--- src/rtl/cvsd_pkg.sv ---
package cvsd_pkg;

  localparam int LANE_ENC = 0;
  localparam int LANE_DEC = 1;
  localparam int N_LANES  = 2;

  typedef enum logic {
    RUN_FOUR  = 1'b0,
    RUN_THREE = 1'b1
  } run_len_e;

  localparam logic [3:0] HIST_RESET = 4'b0101;

  function automatic logic run_coincident(input logic [3:0] hist, input run_len_e sel);
    logic all3;
    logic all4;
    all3 = (hist[2:0] == 3'b000) || (hist[2:0] == 3'b111);
    all4 = (hist == 4'b0000) || (hist == 4'b1111);
    return (sel == RUN_THREE) ? all3 : all4;
  endfunction

endpackage

--- src/rtl/cvsd_step_adapt.sv ---
module cvsd_step_adapt #(
  parameter int SW       = 11,
  parameter int STEP_MIN = 32,
  parameter int STEP_MAX = 1600,
  parameter int STEP_SH  = 7
) (
  input  logic          clk_i,
  input  logic          rst_ni,
  input  logic          upd_i,
  input  logic          bit_i,
  input  logic          run3_i,
  output logic [SW-1:0] step_o
);
  import cvsd_pkg::*;

  localparam logic [SW-1:0] LO = SW'(STEP_MIN);
  localparam logic [SW-1:0] HI = SW'(STEP_MAX);

  logic [3:0]    hist_q, hist_d;
  logic [SW-1:0] step_q, step_d;
  logic [SW-1:0] gap, amt;
  logic          coin;
  run_len_e      sel;

  assign sel = run_len_e'(run3_i);

  always_comb begin
    hist_d = hist_q;
    step_d = step_q;
    gap    = '0;
    amt    = '0;
    coin   = 1'b0;
    if (upd_i) begin
      hist_d = {hist_q[2:0], bit_i};
      coin   = run_coincident(hist_d, sel);
      if (coin) begin
        gap = HI - step_q;
        amt = gap >> STEP_SH;
        if ((amt == '0) && (gap != '0)) amt = SW'(1);
        step_d = step_q + amt;
      end else begin
        gap = step_q - LO;
        amt = gap >> STEP_SH;
        if ((amt == '0) && (gap != '0)) amt = SW'(1);
        step_d = step_q - amt;
      end
    end
  end

  always_ff @(posedge clk_i or negedge rst_ni) begin
    if (!rst_ni) begin
      hist_q <= HIST_RESET;
      step_q <= LO;
    end else if (upd_i) begin
      hist_q <= hist_d;
      step_q <= step_d;
    end
  end

  assign step_o = step_q;

endmodule

--- src/rtl/cvsd_leaky_integ.sv ---
module cvsd_leaky_integ #(
  parameter int W       = 16,
  parameter int SW      = 11,
  parameter int LEAK_SH = 5
) (
  input  logic          clk_i,
  input  logic          rst_ni,
  input  logic          upd_i,
  input  logic          bit_i,
  input  logic [SW-1:0] step_i,
  output logic [W-1:0]  est_o
);
  localparam int XW = W + 2;
  localparam logic signed [XW-1:0] TOP = XW'((2 ** (W - 1)) - 1);
  localparam logic signed [XW-1:0] BOT = -TOP - XW'(1);

  logic [W-1:0]           est_q, est_d;
  logic signed [XW-1:0]   ext, mag, drain, slope, total;

  always_comb begin
    ext   = signed'({{2{est_q[W-1]}}, est_q});
    mag   = ext[XW-1] ? -ext : ext;
    drain = mag >>> LEAK_SH;
    if (ext[XW-1]) drain = -drain;
    slope = signed'(XW'(step_i));
    total = ext - drain + (bit_i ? slope : -slope);
    est_d = est_q;
    if (upd_i) begin
      if (total > TOP)      est_d = TOP[W-1:0];
      else if (total < BOT) est_d = BOT[W-1:0];
      else                  est_d = total[W-1:0];
    end
  end

  always_ff @(posedge clk_i or negedge rst_ni) begin
    if (!rst_ni)    est_q <= '0;
    else if (upd_i) est_q <= est_d;
  end

  assign est_o = est_q;

endmodule

--- src/rtl/cvsd_lane.sv ---
module cvsd_lane #(
  parameter bit ENCODE   = 1'b1,
  parameter int W        = 16,
  parameter int SW       = 11,
  parameter int STEP_MIN = 32,
  parameter int STEP_MAX = 1600,
  parameter int STEP_SH  = 7,
  parameter int LEAK_SH  = 5
) (
  input  logic          clk_i,
  input  logic          rst_ni,
  input  logic          tick_i,
  input  logic          hush_ni,
  input  logic          run3_i,
  input  logic [W-1:0]  pcm_i,
  input  logic          bit_i,
  output logic          bit_o,
  output logic [W-1:0]  est_o,
  output logic [SW-1:0] step_o
);
  logic          phase_q, phase_d;
  logic          bit_q, bit_d;
  logic          cmp, live, chosen;
  logic [W-1:0]  est;
  logic [SW-1:0] step;

  always_comb begin
    cmp     = $signed(pcm_i) >= $signed(est);
    live    = ENCODE ? cmp : bit_i;
    chosen  = hush_ni ? live : phase_q;
    phase_d = phase_q;
    bit_d   = bit_q;
    if (tick_i) begin
      bit_d = chosen;
      if (!hush_ni) phase_d = ~phase_q;
    end
  end

  always_ff @(posedge clk_i or negedge rst_ni) begin
    if (!rst_ni) begin
      phase_q <= 1'b0;
      bit_q   <= 1'b0;
    end else if (tick_i) begin
      phase_q <= phase_d;
      bit_q   <= bit_d;
    end
  end

  cvsd_step_adapt #(
    .SW(SW), .STEP_MIN(STEP_MIN), .STEP_MAX(STEP_MAX), .STEP_SH(STEP_SH)
  ) u_adapt (
    .clk_i (clk_i),
    .rst_ni(rst_ni),
    .upd_i (tick_i),
    .bit_i (chosen),
    .run3_i(run3_i),
    .step_o(step)
  );

  cvsd_leaky_integ #(
    .W(W), .SW(SW), .LEAK_SH(LEAK_SH)
  ) u_integ (
    .clk_i (clk_i),
    .rst_ni(rst_ni),
    .upd_i (tick_i),
    .bit_i (chosen),
    .step_i(step),
    .est_o (est)
  );

  assign bit_o  = bit_q;
  assign est_o  = est;
  assign step_o = step;

endmodule

--- src/rtl/cvsd_codec.sv ---
module cvsd_codec #(
  parameter int PCM_W    = 16,
  parameter int STEP_MIN = 32,
  parameter int STEP_MAX = 1600,
  parameter int STEP_SH  = 7,
  parameter int LEAK_SH  = 5
) (
  input  logic             clk_i,
  input  logic             rst_ni,
  input  logic             awake_i,
  input  logic             run3_i,
  input  logic             enc_tick_i,
  input  logic [PCM_W-1:0] enc_pcm_i,
  input  logic             enc_hush_ni,
  input  logic             tx_en_i,
  output logic             enc_data_o,
  output logic             enc_oe_o,
  input  logic             dec_tick_i,
  input  logic             dec_data_i,
  input  logic             dec_hush_ni,
  output logic [PCM_W-1:0] dec_pcm_o
);
  import cvsd_pkg::*;

  localparam int SW = $clog2(STEP_MAX + 1);

  logic [1:0]         rst_pipe_q;
  logic               rst_sync_n;
  logic [N_LANES-1:0] lane_tick, lane_hush_n, lane_bit_in, lane_bit;
  logic [PCM_W-1:0]   lane_pcm  [N_LANES];
  logic [PCM_W-1:0]   lane_est  [N_LANES];
  logic [SW-1:0]      lane_step [N_LANES];

  always_ff @(posedge clk_i or negedge rst_ni) begin
    if (!rst_ni) rst_pipe_q <= 2'b00;
    else         rst_pipe_q <= {rst_pipe_q[0], 1'b1};
  end
  assign rst_sync_n = rst_pipe_q[1];

  assign lane_tick   = {dec_tick_i, enc_tick_i} & {N_LANES{awake_i & rst_sync_n}};
  assign lane_hush_n = {dec_hush_ni, enc_hush_ni};
  assign lane_bit_in = {dec_data_i, 1'b0};
  assign lane_pcm[LANE_ENC] = enc_pcm_i;
  assign lane_pcm[LANE_DEC] = '0;

  for (genvar g = 0; g < N_LANES; g++) begin : g_lane
    cvsd_lane #(
      .ENCODE  (g == LANE_ENC),
      .W       (PCM_W),
      .SW      (SW),
      .STEP_MIN(STEP_MIN),
      .STEP_MAX(STEP_MAX),
      .STEP_SH (STEP_SH),
      .LEAK_SH (LEAK_SH)
    ) u_lane (
      .clk_i  (clk_i),
      .rst_ni (rst_sync_n),
      .tick_i (lane_tick[g]),
      .hush_ni(lane_hush_n[g]),
      .run3_i (run3_i),
      .pcm_i  (lane_pcm[g]),
      .bit_i  (lane_bit_in[g]),
      .bit_o  (lane_bit[g]),
      .est_o  (lane_est[g]),
      .step_o (lane_step[g])
    );
  end

  assign enc_data_o = awake_i & lane_bit[LANE_ENC];
  assign enc_oe_o   = ~awake_i | tx_en_i;
  assign dec_pcm_o  = lane_est[LANE_DEC];

endmodule

--- config.mk ---
export PLATFORM = sky130hd
export DESIGN_NAME = cvsd_codec
export DESIGN_NICKNAME = d
export VERILOG_FILES = /design/src/rtl/cvsd_pkg.sv /design/src/rtl/cvsd_step_adapt.sv /design/src/rtl/cvsd_leaky_integ.sv /design/src/rtl/cvsd_lane.sv /design/src/rtl/cvsd_codec.sv
export SDC_FILE = /design/constraint.sdc
export NUM_CORES = 1
export LEC_CHECK = 0
export ABC_AREA = 0
export BUFFER_PORTS_ARGS = -buffer_cell sky130_fd_sc_hd__buf_2
export CAP_MARGIN = 20
export CORE_ASPECT_RATIO = 2
export CORE_MARGIN = 1.5
export CORE_UTILIZATION = 25
export CTS_CLUSTER_DIAMETER = 40
export DETAILED_ROUTE_END_ITERATION = 16
export MAX_ROUTING_LAYER = met4
export PLACE_DENSITY = 0.43
export SLEW_MARGIN = 20
export SYNTH_ARGS = -nofsm -noshare
export SYNTH_HDL_FRONTEND = slang
export SYNTH_SLANG_ARGS = --single-unit
--- constraint.sdc ---
create_clock -name clk_i -period 2.9 [get_ports clk_i]
set_input_delay 0.58 -clock clk_i [delete_from_list [all_inputs] [get_ports clk_i]]
set_output_delay 0.58 -clock clk_i [all_outputs]
set_load 0.02 [all_outputs]
* Word-level counts from Yosys, hierarchy flattened
Cells that the tools add are included.
** Word-level totals
- Logic and storage cells :: 96
- Input port bits :: 26
- Output and inout port bits :: 18
- Bits in registers :: 65
** Operators by class
- Reductions and logical operators :: 22
- Eq/ne operators :: 4
- Add/sub/neg operators :: 18
- Magnitude comparators :: 5
- Mux-type cells :: 28
- Bitwise gates (word level) :: 9
** Operators with widths (number)
- two-way mux 11 bit :: 10
- two-way mux 18 bit :: 6
- two-way mux 16 bit :: 4
- zero test 11 bit :: 4
- nonzero test 11 bit :: 4
- adder 18 bit :: 2
- > comparator 18 x 16 -> 1 bit (second input constant) :: 2
- < comparator 18 x 16 -> 1 bit (second input constant) :: 2
- negator 11 -> 18 bit :: 2
- negator 13 -> 18 bit :: 2
- negator 16 -> 18 bit :: 2
- subtractor 16 x 18 -> 18 bit :: 2
- adder 11 bit :: 2
- subtractor 11 bit :: 2
- subtractor 11 bit (first input constant) :: 2
- subtractor 11 x 6 -> 11 bit (second input constant) :: 2
- greater-or-equal comparator 16 bit :: 1
- two-way mux 4 bit :: 4
- equality test 4 bit (second input constant) :: 2
- zero test 4 bit :: 2
- equality test 3 bit (second input constant) :: 2
- zero test 3 bit :: 2
- inverter 1 bit :: 5
- logical AND 1 bit :: 4
- other kinds (6) :: 14

* Depth between registers and ports, before layout
- Word-level depth :: 9
- Mapped depth :: 25
- Gate-level depth less buffers :: 24

* Modules after synthesis
A second synthesis with hierarchy kept.
** Second synthesis, totals
- Cells, all modules :: 984
- Area total of the unflattened synthesis :: 8535.7 um^2
** By module, submodules not included
- cvsd_step_adapt :: area each 1376.3 um^2, cells each 151, sequential area each 354.1 um^2, instances 2
- cvsd_leaky_integ at g_lane[1].u_lane.u_integ :: area each 2572.5 um^2, cells each 311, sequential area each 400.4 um^2, instances 1
- cvsd_leaky_integ at g_lane[0].u_lane.u_integ :: area each 2518.7 um^2, cells each 290, sequential area each 400.4 um^2, instances 1
- cvsd_lane at g_lane[0].u_lane :: area each 513.0 um^2, cells each 67, sequential area each 50.0 um^2, instances 1
- cvsd_lane at g_lane[1].u_lane :: area each 95.1 um^2, cells each 6, sequential area each 50.0 um^2, instances 1
- cvsd_codec :: area each 83.8 um^2, cells each 8, sequential area each 50.0 um^2, instances 1

* Worst setup path before layout
Ideal clock, no wire load.
- Kind :: input port to flip-flop
- From :: input enc_pcm_i[5]
- To :: register g_lane[0].u_lane.u_integ.est_q[10]
- Stages on the path :: 21
- Required time :: 2.762 ns
- Setup slack :: -2.539 ns
- Path buffers :: 3
- Data arrival time :: 5.300 ns
- Setup time :: 0.138 ns
- Path through :: ha_1 > a211oi_1 > nor2_1 > nor4b_2 > o32a_1 > and2_1 > clkbuf_1 > clkbuf_1 > mux2i_1 > fa_1 > fa_1 > nand2b_1 > a21oi_1 > o211ai_1 > a21oi_1 > o21ai_0 > mux2_2 > nand2_1 > o211ai_2 > buf_4 > o221ai_2
** On the way
- Cells in the longest elaborated chain, start to end :: 7
- Elaborated cells between the ends (all ways) :: 8
- Those cells by class :: 1 x add/sub; 3 x order compare; 4 x mux
** RTL lines
- start, declared :: RTL line cvsd_codec.sv:13 : input logic [PCM_W-1:0] enc_pcm_i,
- greater-or-equal comparator 16 bit * :: RTL line cvsd_lane.sv:28 : cmp = $signed(pcm_i) >= $signed(est);
- two-way mux 1 bit * :: RTL line cvsd_lane.sv:30 : chosen = hush_ni ? live : phase_q;
- two-way mux 18 bit * :: RTL line cvsd_leaky_integ.sv:26 : total = ext - drain + (bit_i ? slope : -slope);
- adder 18 bit * :: RTL line cvsd_leaky_integ.sv:26
- < comparator 18 x 16 -> 1 bit :: RTL line cvsd_leaky_integ.sv:30 : else if (total < BOT) est_d = BOT[W-1:0];
- two-way mux 16 bit :: RTL line cvsd_leaky_integ.sv:30
- two-way mux 16 bit * :: RTL line cvsd_leaky_integ.sv:29 : if (total > TOP) est_d = TOP[W-1:0];
- end signal, assigned :: RTL line cvsd_leaky_integ.sv:37 : else if (upd_i) est_q <= est_d;
- end, declared :: RTL line cvsd_leaky_integ.sv:17 : logic [W-1:0] est_q, est_d;
Every way passes the cells marked *; elsewhere a longest branch is shown, timed or not.
A chain may end at the register's enable or synchronous reset.

* Worst setup path in the final report
- From :: register g_lane[0].u_lane.u_integ.est_q[1]
- To :: register g_lane[0].u_lane.u_integ.est_q[1]
** On the way
- Cells in the longest elaborated chain, start to end :: 9
- Elaborated cells between the ends (all ways) :: 13
- Those cells by class :: 4 x add/sub; 3 x order compare; 6 x mux
** RTL lines
- negator 16 -> 18 bit :: RTL line cvsd_leaky_integ.sv:22 : mag = ext[XW-1] ? -ext : ext;
- two-way mux 18 bit :: RTL line cvsd_leaky_integ.sv:22
- negator 13 -> 18 bit :: RTL line cvsd_leaky_integ.sv:24 : if (ext[XW-1]) drain = -drain;
- two-way mux 18 bit :: RTL line cvsd_leaky_integ.sv:24
- subtractor 16 x 18 -> 18 bit :: RTL line cvsd_leaky_integ.sv:26
- adder 18 bit * :: RTL line cvsd_leaky_integ.sv:26
- < comparator 18 x 16 -> 1 bit :: RTL line cvsd_leaky_integ.sv:30
- two-way mux 16 bit :: RTL line cvsd_leaky_integ.sv:30
- two-way mux 16 bit * :: RTL line cvsd_leaky_integ.sv:29
Marks and branches as above.

==> out/results.ini <==
[outcome]
outcome = finished, violations left
violations = setup timing

[clocking]
clk_latency_ns = 0.36
cts_buffers = 9
clockBufferDepth = 2
cts_tree = built
clk_pin_slew_ns = 0.06
root_buffer = clkbuf_16
clock-sinks = 65
htreeDepth = 3

[yosys]
syn_area_um2 = 8265
synth_flop_cell = dfrtp_1
synth_edf_count = 0
synthDistinctLibCells = 80
synth_fp_nets = 1133
synthCells = 985
ys_ff_latch = 65
syn_area_per_cell_um2 = 8.391
yosys_warnings = 0
synth-async-reset-ratio = 1.000
yosysSeqAreaShare = 0.1977

[global_routing]
grt_overflow = 0
groute.usage.overall = 0.2044
antenna_found_initial = 1
grt_pass1_vias = 9864
grt_max_degree = 34
grt_pass1_wl_um = 51700

[routing]
wirelength_um = 32640
drtIter0Drc = 296
ant_nets = 0
firstDrtPassIters = 6
top_layer = met4
wl_met1_um = 9873
vias = 8947
viasPerCell = 4.852
wl_met3_um = 550
wl_per_cell_um = 17.70
route.detailed.drc = 0
wl_met2_um = 19990

[timing]
slew_violations = 0
final-setup-viol-count = 53
post-route-period-util = 1.800
maxSlewHeadroom = 0.4864
timing.clock.skew_ns = 0.006874
max_freq_mhz = 191.6
hold_viol_final = 0
rsz0062_at_grt = true
post-route-min-period_ns = 5.219
tightest_slew_ns = 0.7623
final.setup.worst_slack_ns = -2.319

[layout]
final_cell_mix = buf_4, nand2_1, ha_1
layout_commonest_cell = buf_4
nFillCells = 3394
nNetsFinal = 1554
fin_cells = 1844
drive_above_1_share = 0.4600
area_delta_synth_final_pct = 62.09

[run]
drv_cap = 0

[critical_path]
cp.required_ns = 3.15
crit_fanout = 14
worstSetupPathType = register to register
crit_slowest_cell = or4_4
crit_path_end_kind = register
cpPeakStageDelay_ns = 0.47
start_kind = register
cpMostUsedCell = buf_4
cp.arrival_ns = 5.47

[floorplan]
dieArea_um2 = 34230
core_area_um2 = 32700
die_w_um = 131.6
start_util = 0.2528
io_pins = 44
die_y_um = 260.1
std_cell_rows = 94

[placed_design]
routabilityCongestion = 0.8886
hpwlAfterDp_um = 27640
portBuffers = 43
placedCellCount = 1785
place_ws_ns = -2.804

[min_path]
hold_class = register to async pin

[cells in the mapped netlist, types with 7 or more instances]
master | number | area share
o211ai_1 | 16 | 0.015
or3_1 | 7 | 0.0053
nand2b_1 | 16 | 0.012
o31ai_1 | 7 | 0.0064
o21bai_1 | 7 | 0.0064
nor2_1 | 63 | 0.029
inv_1 | 60 | 0.027
fa_1 | 32 | 0.078
nand2_1 | 114 | 0.052
xnor2_1 | 57 | 0.060
mux2i_1 | 10 | 0.012
a211oi_1 | 11 | 0.010
nand3_1 | 24 | 0.015
a41oi_1 | 7 | 0.0074
a31oi_1 | 14 | 0.011
nor4_1 | 10 | 0.0076
a21o_1 | 13 | 0.012
clkbuf_1 | 28 | 0.013
a21oi_1 | 56 | 0.034
o21ai_0 | 59 | 0.036
o221ai_2 | 9 | 0.016
xor2_1 | 46 | 0.049
nor3_1 | 28 | 0.017
nand4_1 | 13 | 0.0098
dfrtp_1 | 59 | 0.18
and3_1 | 8 | 0.0061
nor2b_1 | 8 | 0.0061
ha_1 | 90 | 0.14
[metrics by stage]
step,hold WS (ns),setup TNS (ns),utilization,instance area [um2]
final,0.2776,-89.97,0.4098,13400
after global routing,0.3176,-101.32,0.4098,13400
after CTS,0.3015,-92.92,0.4036,13200
after detailed placement,0.2932,-107.57,0.3718,12160
after global placement,0.2921,-106.25,0.3718,12160
after floorplan,0.2844,-72.26,-,8882
[final timing paths]
path	start	to	slack [ns]	depth (start not counted)
hold / removal	rst_pipe_q[1]$_DFF_PN0_	g_lane[0].u_lane.u_adapt.step_o[7]$_DFFE_PN0P_	0.28	0
setup reg to reg	g_lane[0].u_lane.u_integ.est_o[1]$_DFFE_PN0P_	g_lane[0].u_lane.u_integ.est_o[1]$_DFFE_PN0P_	-2.32	25
setup / recovery	g_lane[0].u_lane.u_integ.est_o[1]$_DFFE_PN0P_	g_lane[0].u_lane.u_integ.est_o[1]$_DFFE_PN0P_	-2.32	25
max in group asynchronous	rst_pipe_q[1]$_DFF_PN0_	g_lane[1].u_lane.u_adapt.hist_q[2]$_DFFE_PN1P_	1.83	1
hold reg to reg	rst_pipe_q[1]$_DFF_PN0_	g_lane[0].u_lane.u_adapt.step_o[7]$_DFFE_PN0P_	0.28	0
min in group clk_i	rst_pipe_q[0]$_DFF_PN0_	rst_pipe_q[1]$_DFF_PN0_	0.34	0
[sequential cells by signal, summed over array words and instances (netlist names)]
register / flops
g_lane.u_lane.bit_o: 1
g_lane.u_lane.phase_q: 2
g_lane.u_lane.u_integ.est_o: 32
g_lane.u_lane.u_adapt.step_o: 22
g_lane.u_lane.u_adapt.hist_q: 6
rst_pipe_q: 2
[metal layers]
metal  track usage  vias up
li1              -     4402
met1        0.1560     4349
met4        0.1355        0
met5             -        -
met2        0.4329      124
met3       0.02183       72
[area by class of cell]
cell class              count  area (um2)  share of cell area
multi-input cells         826        7331              0.5472
repair buffers            444        3363              0.2510
flip-flops and latches     65        1643              0.1226
well taps                 432       540.5             0.04034
clock buffers              13       250.2             0.01868
inverters                  60       227.7             0.01700
clock inverters             3       40.04            0.002988
diodes                      1       2.502           0.0001868
[what timing repair did]
| action | 4_1_cts | 5_1_grt |
|---|---|---|
| hold endpoints to repair | 2 | 0 |
| buffers inserted | 32 | 15 |
| resized for setup | 109 | 27 |
| setup endpoints to repair | 53 | 53 |
| hold buffers | 1 | 0 |
| pin swaps | 78 | 64 |
[worst max-delay path: cells and delay by family (launching register included)]
| kind | cells | cell delay [ns] |
|---|---|---|
| and+or+nand+nor | 7 | 1.17 |
| AOI/OAI and AO/OA | 6 | 1.01 |
| adders and majority gates | 3 | 0.99 |
| buffers and inverters | 5 | 0.64 |
| muxes | 2 | 0.62 |
| DFF | 1 | 0.40 |
| xor gates and xnor gates | 2 | 0.27 |
[logic make-up after synthesis]
kind of cell             Yosys count  share of synthesized area
XOR/XNOR                         105                     0.1131
AND/OR/NAND/NOR                  329                     0.1972
adder cells (fa/ha/maj)          122                     0.2137
flip-flops                        65                     0.1977
AO/OA/AOI/OAI                    254                     0.2133
multiplexers                      15                    0.01892
other                              1                  0.0004537
buffers and inverters             94                    0.04556
Power is left out: the tool's default activity adds up to more than one toggle a clock period on the data nets, which glitch-free logic cannot reach.
